## src/rtl/fracDivPkg.sv

```systemverilog
package fracDivPkg;

  localparam int RUN_BIT  = 4;
  localparam int MODE_LSB = 9;

  typedef enum logic [1:0] {
    MODE_INT  = 2'd0,
    MODE_ORD1 = 2'd1,
    MODE_ORD2 = 2'd2,
    MODE_ORD3 = 2'd3
  } shapeMode_t;

  typedef struct packed {
    logic step;
    logic clear;
  } dpStrb_t;

  function automatic int unsigned minInteger(input logic [1:0] mode);
    case (mode)
      MODE_ORD2: return 3;
      MODE_ORD3: return 5;
      default:   return 2;
    endcase
  endfunction

endpackage

```

## src/rtl/mashDp.sv

```systemverilog
module mashDp
  import fracDivPkg::*;
#(
  parameter int FRAC_W = 12
) (
  input  logic              clk,
  input  logic              rstN,
  input  dpStrb_t           strb,
  input  logic [FRAC_W-1:0] fracIn,
  input  logic [1:0]        modeSel,
  output logic signed [3:0] delta
);

  localparam int STAGES = 3;

  logic [FRAC_W-1:0] acc [STAGES];
  logic [FRAC_W-1:0] nxt [STAGES];
  logic [STAGES-1:0] carry;
  logic              c2Dly, c3Dly, c3Dly2;

  for (genvar s = 0; s < STAGES; s++) begin : g_stage
    logic [FRAC_W:0] sum;
    if (s == 0) begin : g_head
      assign sum = {1'b0, acc[s]} + {1'b0, fracIn};
    end else begin : g_tail
      assign sum = {1'b0, acc[s]} + {1'b0, nxt[s-1]};
    end
    assign nxt[s]   = sum[FRAC_W-1:0];
    assign carry[s] = sum[FRAC_W];

    always_ff @(posedge clk or negedge rstN) begin
      if (!rstN)           acc[s] <= '0;
      else if (strb.clear) acc[s] <= '0;
      else if (strb.step)  acc[s] <= nxt[s];
    end
  end

  always_ff @(posedge clk or negedge rstN) begin
    if (!rstN) begin
      c2Dly  <= 1'b0;
      c3Dly  <= 1'b0;
      c3Dly2 <= 1'b0;
    end else if (strb.clear) begin
      c2Dly  <= 1'b0;
      c3Dly  <= 1'b0;
      c3Dly2 <= 1'b0;
    end else if (strb.step) begin
      c2Dly  <= carry[1];
      c3Dly  <= carry[2];
      c3Dly2 <= c3Dly;
    end
  end

  logic signed [3:0] d1, d2, d3;

  always_comb begin
    d1 = $signed({3'b000, carry[0]});
    d2 = $signed({3'b000, carry[1]}) - $signed({3'b000, c2Dly});
    d3 = $signed({3'b000, carry[2]}) - $signed({2'b00, c3Dly, 1'b0})
       + $signed({3'b000, c3Dly2});
    case (modeSel)
      MODE_ORD1: delta = d1;
      MODE_ORD2: delta = d1 + d2;
      MODE_ORD3: delta = d1 + d2 + d3;
      default:   delta = 4'sd0;
    endcase
  end

endmodule

```

## src/rtl/divCtl.sv

```systemverilog
module divCtl
  import fracDivPkg::*;
#(
  parameter int INT_W  = 12,
  parameter int FRAC_W = 12,
  parameter int CTRL_W = 16
) (
  input  logic                    clk,
  input  logic                    rstN,
  input  logic                    ctrlWe,
  input  logic [CTRL_W-1:0]       ctrlWord,
  input  logic                    divWe,
  input  logic [INT_W+FRAC_W-1:0] divWord,
  input  logic signed [3:0]       delta,
  output dpStrb_t                 strb,
  output logic [FRAC_W-1:0]       fracEff,
  output logic [1:0]              modeSel,
  output logic                    outTick,
  output logic                    busy
);

  localparam int DIV_W = INT_W + FRAC_W;
  localparam int CNT_W = INT_W + 1;

  logic             runEn;
  logic [1:0]       modeR;
  logic [DIV_W-1:0] divR;
  logic             running;
  logic [CNT_W-1:0] cnt;
  logic [INT_W-1:0] intField, intFloor, intEff;
  logic [CNT_W-1:0] lenNext;
  logic             boundary;

  always_ff @(posedge clk or negedge rstN) begin
    if (!rstN) begin
      runEn <= 1'b0;
      modeR <= MODE_INT;
    end else if (ctrlWe) begin
      runEn <= ctrlWord[RUN_BIT];
      modeR <= ctrlWord[MODE_LSB +: 2];
    end
  end

  always_ff @(posedge clk or negedge rstN) begin
    if (!rstN)      divR <= '0;
    else if (divWe) divR <= divWord;
  end

  always_comb begin
    intField = divR[DIV_W-1:FRAC_W];
    intFloor = INT_W'(minInteger(modeR));
    intEff   = (intField < intFloor) ? intFloor : intField;
    lenNext  = CNT_W'(intEff) + {{(CNT_W-4){delta[3]}}, delta};
    boundary = runEn && (!running || cnt == CNT_W'(1));
    strb.step  = boundary;
    strb.clear = !runEn;
    fracEff  = (modeR == MODE_INT) ? '0 : divR[FRAC_W-1:0];
    modeSel  = modeR;
  end

  always_ff @(posedge clk or negedge rstN) begin
    if (!rstN) begin
      running <= 1'b0;
      cnt     <= '0;
    end else if (!runEn) begin
      running <= 1'b0;
      cnt     <= '0;
    end else if (boundary) begin
      running <= 1'b1;
      cnt     <= lenNext;
    end else begin
      cnt     <= cnt - CNT_W'(1);
    end
  end

  assign outTick = running && runEn && (cnt == CNT_W'(1));
  assign busy    = running;

endmodule

```

## src/rtl/fracClkDiv.sv

```systemverilog
module fracClkDiv
  import fracDivPkg::*;
#(
  parameter int INT_W  = 12,
  parameter int FRAC_W = 12,
  parameter int CTRL_W = 16
) (
  input  logic                    clk,
  input  logic                    rstN,
  input  logic                    ctrlWe,
  input  logic [CTRL_W-1:0]       ctrlWord,
  input  logic                    divWe,
  input  logic [INT_W+FRAC_W-1:0] divWord,
  output logic                    outTick,
  output logic                    busy
);

  dpStrb_t           strb;
  logic [FRAC_W-1:0] fracEff;
  logic [1:0]        modeSel;
  logic signed [3:0] delta;

  divCtl #(.INT_W(INT_W), .FRAC_W(FRAC_W), .CTRL_W(CTRL_W)) u_ctl (
    .clk(clk), .rstN(rstN), .ctrlWe(ctrlWe), .ctrlWord(ctrlWord),
    .divWe(divWe), .divWord(divWord), .delta(delta), .strb(strb),
    .fracEff(fracEff), .modeSel(modeSel), .outTick(outTick), .busy(busy)
  );

  mashDp #(.FRAC_W(FRAC_W)) u_dp (
    .clk(clk), .rstN(rstN), .strb(strb), .fracIn(fracEff),
    .modeSel(modeSel), .delta(delta)
  );

endmodule

```

## config.mk

```make
export PLATFORM = sky130hd
export DESIGN_NAME = fracClkDiv
export DESIGN_NICKNAME = d
export VERILOG_FILES = /design/src/rtl/fracDivPkg.sv /design/src/rtl/mashDp.sv /design/src/rtl/divCtl.sv /design/src/rtl/fracClkDiv.sv
export SDC_FILE = /design/constraint.sdc
export NUM_CORES = 1
export LEC_CHECK = 0
export BUFFER_PORTS_ARGS = -buffer_cell sky130_fd_sc_hd__buf_2
export CAP_MARGIN = 40
export CORE_AREA = 10 10 112 114
export DETAILED_ROUTE_END_ITERATION = 16
export DIE_AREA = 0 0 122 124
export PLACE_DENSITY = 0.73
export SKIP_LAST_GASP = 1
export SLEW_MARGIN = 30
export SYNTH_ARGS = -nofsm -noshare
export SYNTH_HDL_FRONTEND = slang
export SYNTH_SLANG_ARGS = --single-unit
```

## constraint.sdc

```tcl
create_clock -name clk -period 9.2 [get_ports clk]
set_input_delay 0.92 -clock clk [delete_from_list [all_inputs] [get_ports clk]]
set_output_delay 0.92 -clock clk [all_outputs]
set_load 0.05 [all_outputs]
```

After elaboration in Yosys (flattened, before gate mapping)
Index checks and enable logic that the tools add are counted.
{"block": "op_classes", "addsub": 10, "n_mul": 0, "n_div": 0, "magnitude_cmp": 1, "eq_ne": 5, "shifts": 0, "n_mux": 20, "n_bitwise": 0, "reduce_logical": 6}
{"operator": "$mux W12", "n": 8}
{"operator": "$add A12 B12 Y13", "n": 3}
{"operator": "$mux W13", "n": 2}
{"operator": "$add A12 B13 Y13", "n": 1}
{"operator": "$eq A13 B1 Y1 const B", "n": 1}
{"operator": "$sub A13 B1 Y13 const B", "n": 1}
{"operator": "$lt A12 B3 Y1", "n": 1}
{"operator": "$pmux W4 S3", "n": 1}
{"operator": "$mux W1", "n": 8}
{"operator": "$pmux W3 S2", "n": 1}
{"operator": "$add A2 B4 Y4", "n": 1}
{"operator": "$add A4 B2 Y4", "n": 1}
{"operator": "$add A4 B4 Y4", "n": 1}
{"operator": "$eq A2 B2 Y1 const B", "n": 2}
{"operator": "$logic_and A1 B1 Y1", "n": 3}
{"operator": "$sub A1 B2 Y3", "n": 1}
{"operator": "$eq A2 B1 Y1 const B", "n": 1}
{"operator": "$logic_not A2 Y1", "n": 1}
{"operator": "$ne A2 B2 Y1 const B", "n": 1}
{"operator": "$sub A1 B1 Y2", "n": 1}
{"operator": "$logic_not A1 Y1", "n": 1}
{"operator": "$logic_or A1 B1 Y1", "n": 1}
{"block": "word_totals", "ff_bits": 80, "latchBits": 0, "mem_bits_rw": 0, "romBits": 0, "output_inout_bits": 2, "elab_cells": 53, "memories": 0}

Depth between registers and ports, before layout
Gate-level depths: netlist of the first run.
{"block": "logic_depth", "ltp_word": 12, "ltp_mapped": 34, "mapped_depth_nobuf": 32}

Modules after synthesis
From an unflattened synthesis of the first run, not the netlist that was laid out.
{"block": "unflattened", "cells_unflattened": 624, "hier_area_um2": 5999.5}
{"mod": "mashDp", "n_inst": 1, "cells_each": 378, "area_each_um2": 3468.3}
{"mod": "divCtl", "n_inst": 1, "cells_each": 246, "area_each_um2": 2531.2}

Worst setup path before layout of the first run
OpenSTA, ideal clock, no wires.
{"block": "synth_path", "kind": "reg-to-reg", "start": "register u_ctl.modeR[1], in the netlist u_ctl.modeSel[1]", "end": "register u_ctl.cnt[12]", "arrival_ns": 6.805, "required_ns": 9.062, "setup_slack_ns": 2.257, "stages_incl_launch_ff": 35, "period_less_slack_ns": 6.943, "cell_sequence": "dfrtp_1 -> clkbuf_1 -> nor2_1 -> clkbuf_1 -> nor2b_1 -> ha_1 -> fa_1 -> a211oi_1 -> o21bai_1 -> a21oi_1 -> xnor2_1 -> ha_1 -> a21o_1 -> a21oi_1 -> o21bai_1 -> a41oi_1 -> xnor2_1 -> ha_1 -> a21o_1 -> a21oi_1 -> nor2b_1 -> a311oi_2 -> fa_1 -> inv_1 -> a211oi_1 -> mux2i_1 -> a21oi_1 -> ha_1 -> clkbuf_1 -> a211oi_1 -> o21ai_0 -> a21oi_1 -> o21ai_0 -> xnor2_1 -> o22ai_1"}
{"block": "synth_via", "elab_chain_len": 12}
{"item": "start: declaration", "line": "divCtl.sv:26", "text": "logic [1:0] modeR;"}
{"item": "start signal: assignment", "line": "divCtl.sv:40", "text": "modeR <= ctrlWord[MODE_LSB +: 2];"}
{"item": "$logic_not A2 Y1", "line": "divCtl.sv:57", "text": "fracEff = (modeR == MODE_INT) ? '0 : divR[FRAC_W-1:0];"}
{"item": "$mux W12", "line": "divCtl.sv:57"}
{"item": "$add A12 B12 Y13", "line": "mashDp.sv:24", "text": "assign sum = {1'b0, acc[s]} + {1'b0, fracIn};"}
{"item": "$add A12 B12 Y13 (2 in series)", "line": "mashDp.sv:26", "text": "assign sum = {1'b0, acc[s]} + {1'b0, nxt[s-1]};"}
{"item": "$sub A1 B2 Y3", "line": "mashDp.sv:59", "text": "d3 = $signed({3'b000, carry[2]}) - $signed({2'b00, c3Dly, 1'b0})"}
{"item": "$add A4 B2 Y4", "line": "mashDp.sv:60", "text": "+ $signed({3'b000, c3Dly2});"}
{"item": "$add A4 B4 Y4", "line": "mashDp.sv:64", "text": "MODE_ORD3: delta = d1 + d2 + d3;"}
{"item": "$pmux W4 S3", "line": "mashDp.sv:61", "text": "case (modeSel)"}
{"item": "$add A12 B13 Y13 *", "line": "divCtl.sv:53", "text": "lenNext = CNT_W'(intEff) + {{(CNT_W-4){delta[3]}}, delta};"}
{"item": "$mux W13 *", "line": "divCtl.sv:68", "text": "end else if (boundary) begin"}
{"item": "$mux W13 *", "line": "divCtl.sv:65", "text": "end else if (!runEn) begin"}
{"item": "end signal: assignment", "line": "divCtl.sv:70", "text": "cnt <= lenNext;"}
{"item": "end signal: assignment", "line": "divCtl.sv:72", "text": "cnt <= cnt - CNT_W'(1);"}
{"item": "end: declaration", "line": "divCtl.sv:29", "text": "logic [CNT_W-1:0] cnt;"}
Every way passes the cells marked *; elsewhere a longest branch is shown, timed or not.
A chain may end at the register's enable or synchronous reset.

Worst setup path after layout of the first run
{"block": "layout_path", "start": "register u_ctl.modeR[0], in the netlist u_ctl.modeSel[0]", "end": "register u_ctl.cnt[7]"}
Same word-level chain as after synthesis.

==> qor.csv, run 1 <==
metric;value;unit
outcome;complete, no violations;
worstMarginPinSlew;0.7472;ns
clock_latency;0.38;ns
crit_path_end_kind;flip-flop;
final_common_cell;dfrtp_1;
p_sw;0.0008497;W
power.leakage;2.832;nW
final_layout_size_suffix_gt1_frac;0.1475;
path_clk_slew;0.08;ns
cp.arrival;8.28;ns
overflow;0;
avgSynthCellArea;9.812;sq um
final_cell_mix;80 x dfrtp_1, 59 x ha_1, 41 x nor2_1, 39 x o21ai_0, 37 x a21oi_1;
maxSlewViolCount;0;
start_util;0.5467;
clock_sink_count;80;
grt_usage;0.1589;
p_per_area;321.3;mW/mm^2
dr.pass1.iters;6;
fp-row-count;37;
slew_headroom;0.5000;
cts_setup_buffers;0;
route.detailed.drc;0;
cts_resized;0;
syn_nets;679;
postRouteAntennaNets;0;
start_kind;flip-flop;
crit_type;reg -> reg;
p_int;0.001081;W
postCtsHoldBufs;0;
grt_max_degree;81;
cts_tree;yes;
setup_viol;0;
rsz0062_at_grt;no;
synth-edff-count;0;
cts_buffers;9;
fin_setup_tns;0;ns
worstPathRequired;9.43;ns
reg2reg_slack;1.15;ns
fill_cells;896;
port_buffers;32;
period_needed;8.054;ns
synth_ff_type;dfrtp_1;
avgViaCountPerCell;5.791;
maxCapViolations;0;
wire_per_inst;16.02;um
root_buffer;clkbuf_8;
place_congestion;0.8476;
synth_area;0.005593;sq mm
synth_cells;570;
ys_seq_elements;80;
die_x;122;um
cpMaxStageDelayCell;nor2_1;
cpPeakStageDelay;0.62;ns
grt_pass1_vias;4271;
dieArea;0.01513;sq mm
totalWireLength;11.63;mm
vias;4204;
core_area;0.01023;sq mm
ys_seq_area_frac;0.3579;
area_growth;7.450;%
finish.instance_area;0.006010;sq mm
hpwlAfterDp;8.680;mm
fin_nets;695;
multi_input_area;0.003371;sq mm
dpl_cell_area;0.005799;sq mm
report.final.hold_viol_count;0;
hold_class;reg -> reg;
synthArstFlopShare;1.000;
fmax;124.2;MHz
antenna_found_initial;0;
io_pins;46;
drt-initial-drc-count;277;
post-route-period-util;0.8755;
cts_buffer_depth;2;
cp_max_fo;12;
final_core_util;0.5874;
vdd_drop_max;170.5;uV
clock_power_share;0.136;
fp.dieH;124;um
p_comb_frac;0.598;
swShare;0.4400;
grt_pass1_wl;19.60;mm
yosysWarnings;0;
diodes;0;
synth_cell_type_count;47;
finalClockSkew;0.01062;ns
p_seq_frac;0.266;
htreeDepth;3;
regArea;0.002002;sq mm
-- cell families after synthesis --
kind of cell,Yosys count,share of synthesized area
flip-flops,80,0.3579
AND/OR/NAND/NOR,130,0.1148
AO/OA/AOI/OAI,169,0.2002
adder cells (fa/ha/maj),65,0.1535
buffers and inverters,50,0.04071
multiplexers,33,0.06555
XOR/XNOR,43,0.06734
-- routing by layer --
| metal | wire length [um] | GRT usage |
|---|---|---|
| met4 | 204 | 0.05589 |
| met2 | 5805 | 0.2719 |
| met5 | 0 | 0 |
| met1 | 5140 | 0.1883 |
| met3 | 478 | 0.04299 |
-- worst max-delay path: cells and delay by family (launching register included) --
| family | cells | cell delay, ns |
|---|---|---|
| buffers and inverters | 1 | 0.06 |
| and+or+nand+nor | 6 | 1.20 |
| adders and majority gates | 7 | 2.32 |
| xor gates and xnor gates | 3 | 0.62 |
| AOI/OAI and AO/OA | 15 | 3.20 |
| DFF | 1 | 0.50 |
-- state kept, by name, summed over array words and instances, names as in the netlist --
register       cells
u_ctl.modeSel      2
u_dp.acc          36
u_dp.c2Dly         1
u_ctl.cnt         13
u_dp.c3Dly         1
u_dp.c3Dly2        1
u_ctl.divR        24
u_ctl.runEn        1
u_ctl.busy         1
-- synthesized netlist by cell type, drive strengths merged (6+ instances only) --
cell type | count | area share
a22o | 25 | 0.039
mux2 | 29 | 0.058
o21ai | 40 | 0.036
dfrtp | 80 | 0.36
a21oi | 37 | 0.033
nand2b | 8 | 0.0089
xnor2 | 27 | 0.042
nand3 | 13 | 0.012
fa | 6 | 0.021
inv | 20 | 0.013
nand2 | 33 | 0.023
xor2 | 16 | 0.025
nor2 | 41 | 0.028
buf | 10 | 0.014
nor2b | 16 | 0.018
a21o | 13 | 0.017
ha | 59 | 0.13
o22ai | 11 | 0.012
a211oi | 11 | 0.015
clkbuf | 20 | 0.013
-- area by class of cell --
type | instances | share of cell area
Sequential cell | 80 | 0.3331
Clock buffer | 10 | 0.02290
Inverter | 20 | 0.01249
Clock inverter | 5 | 0.009577
Tap cell | 136 | 0.02832
Multi-Input combinational cell | 440 | 0.5609
Timing Repair Buffer | 35 | 0.03269
-- path summary, 6_finish.rpt --
kind / cells past startpoint / from / endpoint
max: 32 / u_ctl.modeSel[0]$_DFFE_PN0P_ / u_ctl.cnt[7]$_DFF_PN0_
min in group asynchronous: 1 / rstN / u_dp.acc[10]$_DFFE_PN0P_
max in group asynchronous: 1 / rstN / u_ctl.divR[21]$_DFFE_PN0P_
min reg2reg: 2 / u_dp.acc[7]$_DFFE_PN0P_ / u_dp.acc[7]$_DFFE_PN0P_
max reg2reg: 32 / u_ctl.modeSel[0]$_DFFE_PN0P_ / u_ctl.cnt[7]$_DFF_PN0_
min: 2 / u_dp.acc[7]$_DFFE_PN0P_ / u_dp.acc[7]$_DFFE_PN0P_
-- metrics by stage --
| step | total power (W) | hold WS, ns | std cells | setup slack (ns) |
|---|---|---|---|---|
| after floorplan | 0.001431 | 0.4563 | 570 | 2.257 |
| after global placement | 0.001609 | 0.4716 | 710 | 1.325 |
| after detailed placement | 0.001663 | 0.4770 | 710 | 1.122 |
| after CTS | 0.001936 | 0.4962 | 725 | 1.082 |
| after global routing | 0.002103 | 0.5163 | 726 | 0.3976 |
| final | 0.001931 | 0.4917 | 726 | 1.146 |
-- power groups by stage --
stage / clock (W) / sequential (W) / combinational (W)
5_1_grt: 0.000286 / 0.000526 / 0.00129
3_3_place_gp: 0 / 0.000514 / 0.00109
6_report: 0.000263 / 0.000514 / 0.00115
2_1_floorplan: 0 / 0.000501 / 0.000931
3_5_place_dp: 0 / 0.000519 / 0.00114
4_1_cts: 0.000270 / 0.000513 / 0.00115
(Power assumes the default switching activity.)
==> run 2, diff against run 1 <==
ABC_AREA = 1   (was not set)
CORE_AREA = 10 10 119 121   (was 10 10 112 114)
DIE_AREA = 0 0 129 131   (was 0 0 122 124)
PLACE_DENSITY = 0.72   (was 0.73)
==> qor.csv, run 2 <==
metric;value;unit;change
outcome;complete, no violations;;unchanged
synth.most_common_cell;nand2_1;;was dfrtp_1
dpl_cell_area;0.006581;sq mm;was 0.005799 sq mm
path_clk_slew;0.07;ns;was 0.08 ns
fin_nets;1065;;was 695
path_buf_inv;3;;was 1
synth-edff-count;0;;unchanged
totalWireLength;13.84;mm;was 11.63 mm
post-route-period-util;0.7512;;was 0.8755
largest_reg_flops;36;;unchanged
io_pins;46;;unchanged
synth_cell_type_count;33;;was 47
synth_top_family_by_area;simple AND/OR/NAND/NOR gates;;was compound AO/OA/AOI/OAI gates
yosys-top-cells-count;346 x nand2_1, 131 x inv_1, 80 x dfrtp_1, 75 x nor2_1, 71 x nand3_1;;was 80 x dfrtp_1, 59 x ha_1, 41 x nor2_1, 39 x o21ai_0, 37 x a21oi_1
synth_cells;934;;was 570
syn_nets;1043;;was 679
avgSynthCellArea;6.782;sq um;was 9.812 sq um
drt-initial-drc-count;320;;was 277
avgViaCountPerCell;5.022;;was 5.791
largestRegisters;u_dp.acc x36, u_ctl.divR x24, u_ctl.cnt x13;;unchanged
grt_pass1_vias;5392;;was 4271
p_comb_frac;0.500;;was 0.598
p_total;0.001613;W;was 0.001931 W
rsz0062_at_grt;no;;unchanged
root_buffer;clkbuf_16;;was clkbuf_8
dieArea;0.01690;sq mm;was 0.01513 sq mm
clock_latency;0.36;ns;was 0.38 ns
yosys.area_share.simple;0.3405;;was 0.1148
fp-row-count;40;;was 37
core_area;0.01181;sq mm;was 0.01023 sq mm
wire_per_inst;12.49;um;was 16.02 um
synth_area;0.006335;sq mm;was 0.005593 sq mm
p_int;0.0009125;W;was 0.001081 W
cts_buffer_depth;2;;unchanged
cts_resized;0;;unchanged
worstPathRequired;9.49;ns;was 9.43 ns
overflow;0;;unchanged
grt_max_degree;64;;was 81
p_per_area;234.6;mW/mm^2;was 321.3 mW/mm^2
start_util;0.5363;;was 0.5467
antenna_found_initial;0;;unchanged
grt_pass1_wl;24.20;mm;was 19.60 mm
diodes;0;;unchanged
clock_power_share;0.208;;was 0.136
final_layout_size_suffix_gt1_frac;0.06972;;was 0.1475
cp_max_fo;12;;unchanged
slew_headroom;0.4954;;was 0.5000
max_flop_register;u_dp.acc;;unchanged
postCtsHoldBufs;0;;unchanged
area_growth;8.532;%;was 7.450%
ys_seq_elements;80;;unchanged
maxSlewViolCount;0;;unchanged
vias;5564;;was 4204
synth_top_area_cell;dfrtp_1;;unchanged
final_common_cell;nand2_1;;was dfrtp_1
synthArstFlopShare;1.000;;unchanged
worstMarginPinSlew;0.7558;ns;was 0.7472 ns
final_core_util;0.5821;;was 0.5874
period_needed;6.911;ns;was 8.054 ns
cts_tree;yes;;unchanged
synth_fa_ha_area_frac;0.1355;;was 0.1535
place_congestion;0.8749;;was 0.8476
dr.pass1.iters;5;;was 6
crit_path_frequent_cell;nand2_1;;
finish.instance_area;0.006875;sq mm;was 0.006010 sq mm
hpwlAfterDp;10.62;mm;was 8.680 mm
htreeDepth;3;;unchanged
final_cell_mix;346 x nand2_1, 131 x inv_1, 80 x dfrtp_1, 75 x nor2_1, 71 x nand3_1;;was 80 x dfrtp_1, 59 x ha_1, 41 x nor2_1, 39 x o21ai_0, 37 x a21oi_1
maxCapViolations;0;;unchanged
postRouteAntennaNets;0;;unchanged
finalClockSkew;0.01155;ns;was 0.01062 ns
synth_xor_area_frac;0.03456;;was 0.06734
report.final.hold_viol_count;0;;unchanged
p_seq_frac;0.292;;was 0.266
setup_viol;0;;unchanged
fp.dieH;131;um;was 124 um
route.detailed.drc;0;;unchanged
die_x;129;um;was 122 um
port_buffers;32;;unchanged
crit_path_end_kind;flip-flop;;unchanged
vdd_drop_max;114.3;uV;was 170.5 uV
synth_top_area_frac;0.3160;;was 0.3579
grt_usage;0.1748;;was 0.1589
swShare;0.4343;;was 0.4400
fmax;144.7;MHz;was 124.2 MHz
cpMaxStageDelayCell;nor2_1;;unchanged
cts_buffers;9;;unchanged
fin_setup_tns;0;ns;unchanged
cpPeakStageDelay;0.61;ns;was 0.62 ns
start_kind;flip-flop;;unchanged
synth_area_leaders;dfrtp_1 32%, nand2_1 21%, ha_1 12%;;was dfrtp_1 36%, ha_1 13%, mux2_2 5.8%
crit_type;reg -> reg;;unchanged
hold_class;in -> async;;was reg -> reg
clock_sink_count;80;;unchanged
whs;0.4235;ns;was 0.4917 ns
yosysWarnings;0;;unchanged
synth_compound_area_frac;0.06281;;was 0.2002
synth_mux_area_frac;0.01422;;was 0.06555
ys_seq_area_frac;0.3160;;was 0.3579
p_sw;0.0007007;W;was 0.0008497 W
cp.arrival;7.20;ns;was 8.28 ns
crit_family;simple AND/OR/NAND/NOR gates;;was compound AO/OA/AOI/OAI gates
cts_setup_buffers;0;;unchanged
power.leakage;3.991;nW;was 2.832 nW
synth_ff_type;dfrtp_1;;unchanged
[run 2: final timing paths]
check                                                   from                         to  slack (ns)  depth (start not counted)
worst min-delay path                                    rstN    u_dp.acc[7]$_DFFE_PN0P_        0.42                          1
worst max register to register  u_ctl.modeSel[1]$_DFFE_PN0P_    u_ctl.cnt[12]$_DFF_PN0_        2.29                         36
min in group clk                     u_ctl.runEn$_DFFE_PN0P_     u_ctl.busy$_DFFE_PN0P_        0.47                          0
worst min register to register       u_ctl.runEn$_DFFE_PN0P_     u_ctl.busy$_DFFE_PN0P_        0.47                          0
max in group asynchronous                               rstN  u_ctl.divR[7]$_DFFE_PN0P_        7.92                          3
worst max-delay path            u_ctl.modeSel[1]$_DFFE_PN0P_    u_ctl.cnt[12]$_DFF_PN0_        2.29                         36
[run 2: layout make-up]
cell class / instances / area (sq um)
Fill cell: 1166 / 4936
Multi-Input combinational cell: 698 / 3722
Sequential cell: 80 / 2002
Inverter: 132 / 495.5
Clock buffer: 10 / 239.0
Timing Repair Buffer: 35 / 197.7
Tap cell: 147 / 183.9
Clock inverter: 6 / 35.03
[run 2: cell families (layout without fill, tap and decap cells)]
kind of cell / Yosys count / after routing
simple gates: 527 / 527
flops: 80 / 80
fa+ha+maj: 65 / 65
xor+xnor: 25 / 25
mux: 8 / 8
buf+inv: 156 / 183
compound gates: 73 / 73
[run 2: per-layer routing]
metal	up-vias	wire length, um	track usage
met5	-	0	0
met4	0	276	0.05886
met3	18	510	0.04110
met2	74	6577	0.2979
met1	2484	6477	0.2131
li1	2988	-	-
[run 2: stage by stage]
stage | instances | setup WS (ns)
6_report | 1108 | 2.289
3_3_place_gp | 1091 | 2.425
5_1_grt | 1108 | 1.588
3_5_place_dp | 1091 | 2.302
2_1_floorplan | 934 | 3.452
4_1_cts | 1107 | 2.269
[run 2: power groups by stage]
stage	combinational [W]	clock [W]	sequential, W
5_1_grt	0.000934	0.000355	0.000481
2_1_floorplan	0.000643	0	0.000465
3_3_place_gp	0.000793	0	0.000475
6_report	0.000806	0.000335	0.000472
4_1_cts	0.000809	0.000342	0.000472
3_5_place_dp	0.000800	0	0.000478
==> run 3, diff against run 2 <==
ABC_AREA = 0   (was 1)
CORE_AREA = 10 10 112 114   (was 10 10 119 121)
DIE_AREA = 0 0 122 124   (was 0 0 129 131)
PLACE_DENSITY = 0.76   (was 0.72)
clock period = 6 ns   (was 9.2 ns; I/O delays follow)
==> qor.csv, run 3 (synthesis gave the netlist of run 1 again) <==
metric;value;unit;change
outcome;complete, but fails checks;;was complete, no violations
violations;negative setup slack;;
cts_tree;yes;;unchanged
area_growth;28.93;%;was 8.532%
crit_path_frequent_cell;o21ai_1;;was nand2_1
dieArea;0.01513;sq mm;was 0.01690 sq mm
drt-initial-drc-count;295;;was 320
io_pins;46;;unchanged
cts_buffer_depth;2;;unchanged
grt_pass1_wl;23.45;mm;was 24.20 mm
vias;4960;;was 5564
swShare;0.4203;;was 0.4343
largest_reg_flops;36;;unchanged
setup_viol;11;;was 0
maxSlewViolCount;0;;unchanged
totalWireLength;14.90;mm;was 13.84 mm
grt_max_degree;42;;was 64
overflow;0;;unchanged
grt_pass1_vias;5025;;was 5392
place_congestion;0.8966;;was 0.8749
finalClockSkew;0.01335;ns;was 0.01155 ns
antenna_found_initial;0;;unchanged
port_buffers;32;;unchanged
clock_sink_count;80;;unchanged
r2r_end;u_ctl.cnt[9]$_DFF_PN0_;;was u_ctl.cnt[12]$_DFF_PN0_
cp_max_fo;5;;was 12
worstPathRequired;6.22;ns;was 9.49 ns
hpwlAfterDp;10.30;mm;was 10.62 mm
avgViaCountPerCell;5.877;;was 5.022
p_comb_frac;0.687;;was 0.500
route.detailed.drc;0;;unchanged
cpMaxStageDelayCell;fa_1;;was nor2_1
period_needed;6.526;ns;was 6.911 ns
dr.pass1.iters;4;;was 5
p_per_area;537.3;mW/mm^2;was 234.6 mW/mm^2
core_area;0.01023;sq mm;was 0.01181 sq mm
pre_cts_ws;-0.6336;ns;was 2.302 ns
report.final.hold_viol_count;0;;unchanged
reg2reg_slack;-0.53;ns;was 2.29 ns
die_x;122;um;was 129 um
clock_latency;0.37;ns;was 0.36 ns
rsz0062_at_grt;yes;;was no
crit_type;reg -> reg;;unchanged
fp-row-count;37;;was 40
start_util;0.5467;;was 0.5363
cp-startpoint;u_ctl.modeSel[0]$_DFFE_PN0P_;;was u_ctl.modeSel[1]$_DFFE_PN0P_
r2r_start;u_ctl.modeSel[0]$_DFFE_PN0P_;;was u_ctl.modeSel[1]$_DFFE_PN0P_
fill_cells;667;;was 1166
fin_setup_tns;-4.400;ns;was 0 ns
power.leakage;3.459;nW;was 3.991 nW
worstMarginPinSlew;0.6737;ns;was 0.7558 ns
largestRegisters;u_dp.acc x36, u_ctl.divR x24, u_ctl.cnt x13;;unchanged
post-route-period-util;1.088;;was 0.7512
p_sw;0.001629;W;was 0.0007007 W
vdd_drop_max;223.8;uV;was 114.3 uV
slew_headroom;0.5509;;was 0.4954
crit_path_end_kind;flip-flop;;unchanged
cp.arrival;6.75;ns;was 7.20 ns
final_common_cell;buf_4;;was nand2_1
start_kind;flip-flop;;unchanged
wire_per_inst;17.66;um;was 12.49 um
fmax;153.2;MHz;was 144.7 MHz
clock_power_share;0.106;;was 0.208
max_flop_register;u_dp.acc;;unchanged
place_inst;803;;was 1091
final_cells;844;;was 1108
hold_class;in -> async;;unchanged
diodes;0;;unchanged
p_seq_frac;0.208;;was 0.292
cpPeakStageDelay;0.48;ns;was 0.61 ns
final_layout_size_suffix_gt1_frac;0.3658;;was 0.06972
cts_buffers;9;;unchanged
worst_slack;-0.5258;ns;was 2.289 ns
final_cell_mix;119 x buf_4, 80 x dfrtp_1, 54 x ha_1, 38 x nor2_1;;was 346 x nand2_1, 131 x inv_1, 80 x dfrtp_1, 75 x nor2_1, 71 x nand3_1
p_total;0.003874;W;was 0.001613 W
fp.dieH;124;um;was 131 um
root_buffer;clkbuf_8;;was clkbuf_16
p_int;0.002246;W;was 0.0009125 W
whs;0.2003;ns;was 0.4235 ns
postRouteAntennaNets;0;;unchanged
htreeDepth;3;;unchanged
maxCapViolations;0;;unchanged
grt_usage;0.1876;;was 0.1748
reg2regPathDepth;32;;was 36
path_clk_slew;0.08;ns;was 0.07 ns
fin_nets;812;;was 1065
==> run 3: changes by cell type in the layout (fill, tap and decap cells not counted), sizes merged, moves of 14 or more <==
cell / change
a22o: +25
nor2b: +16
nand3: -59
xnor2: +17
a21oi: +14
nor2: -36
mux2: +21
buf: +117
nand2: -314
inv: -112
==> run 3: per-layer routing <==
layer	vias up	GRT usage	wire length (um)
met3	33	0.03348	646
met2	181	0.3257	7538
li1	2322	-	-
met5	-	0	0
met4	0	0.06036	277
met1	2424	0.2314	6442
==> run 3: through the flow <==
step,instance area [sq um],util
after floorplan,5697,-
after global placement,6555,0.6407
after detailed placement,6576,0.6428
after CTS,6980,0.6823
after global routing,7211,0.7048
final,7211,0.7048
==> run 3: what timing repair did <==
item / 4_1_cts / 5_1_grt
endpoints found under the setup margin: 11 / 12
pin swaps: 26 / 21
resized for setup: 25 / 28
hold buffers: 0 / 0
buffers inserted: 14 / 10
==> run 3: power by group through the flow <==
stage / Combinational [W] / Sequential, W / Clock (W)
2_1_floorplan: 0.00146 / 0.000768 / 0
3_3_place_gp: 0.00209 / 0.000791 / 0
3_5_place_dp: 0.00222 / 0.000801 / 0
4_1_cts: 0.00241 / 0.000794 / 0.000413
5_1_grt: 0.00290 / 0.000818 / 0.000437
6_report: 0.00266 / 0.000805 / 0.000409
==> run 3: layout make-up <==
class	count	area [sq um]	area share
well taps	136	170.2	0.02360
repair buffers	152	1080	0.1497
inverters	20	75.07	0.01041
multi-input cells	440	3685	0.5110
clock inverters	4	53.80	0.007461
clock buffers	12	145.1	0.02013
flip-flops and latches	80	2002	0.2776
==> run 3: worst max path at each step <==
stage / end / slack [ns] / cells past startpoint
floorplan: u_ctl.cnt[11]$_DFF_PN0_ / -0.31 / 34
global placement: u_ctl.cnt[11]$_DFF_PN0_ / -0.51 / 33
detailed placement: u_ctl.cnt[9]$_DFF_PN0_ / -0.63 / 33
CTS: u_ctl.cnt[9]$_DFF_PN0_ / -0.37 / 33
global route: u_ctl.cnt[9]$_DFF_PN0_ / -0.77 / 32
finish: u_ctl.cnt[9]$_DFF_PN0_ / -0.53 / 32
==> run 3: worst max-delay path: cells and delay by family, from the launching register on <==
kind | cells | cell delay, ns
DFF | 1 | 0.41
adders and majority gates | 7 | 2.20
xor gates and xnor gates | 3 | 0.66
buffers and inverters | 2 | 0.22
AOI/OAI and AO/OA | 11 | 1.85
and+or+nand+nor | 9 | 1.02
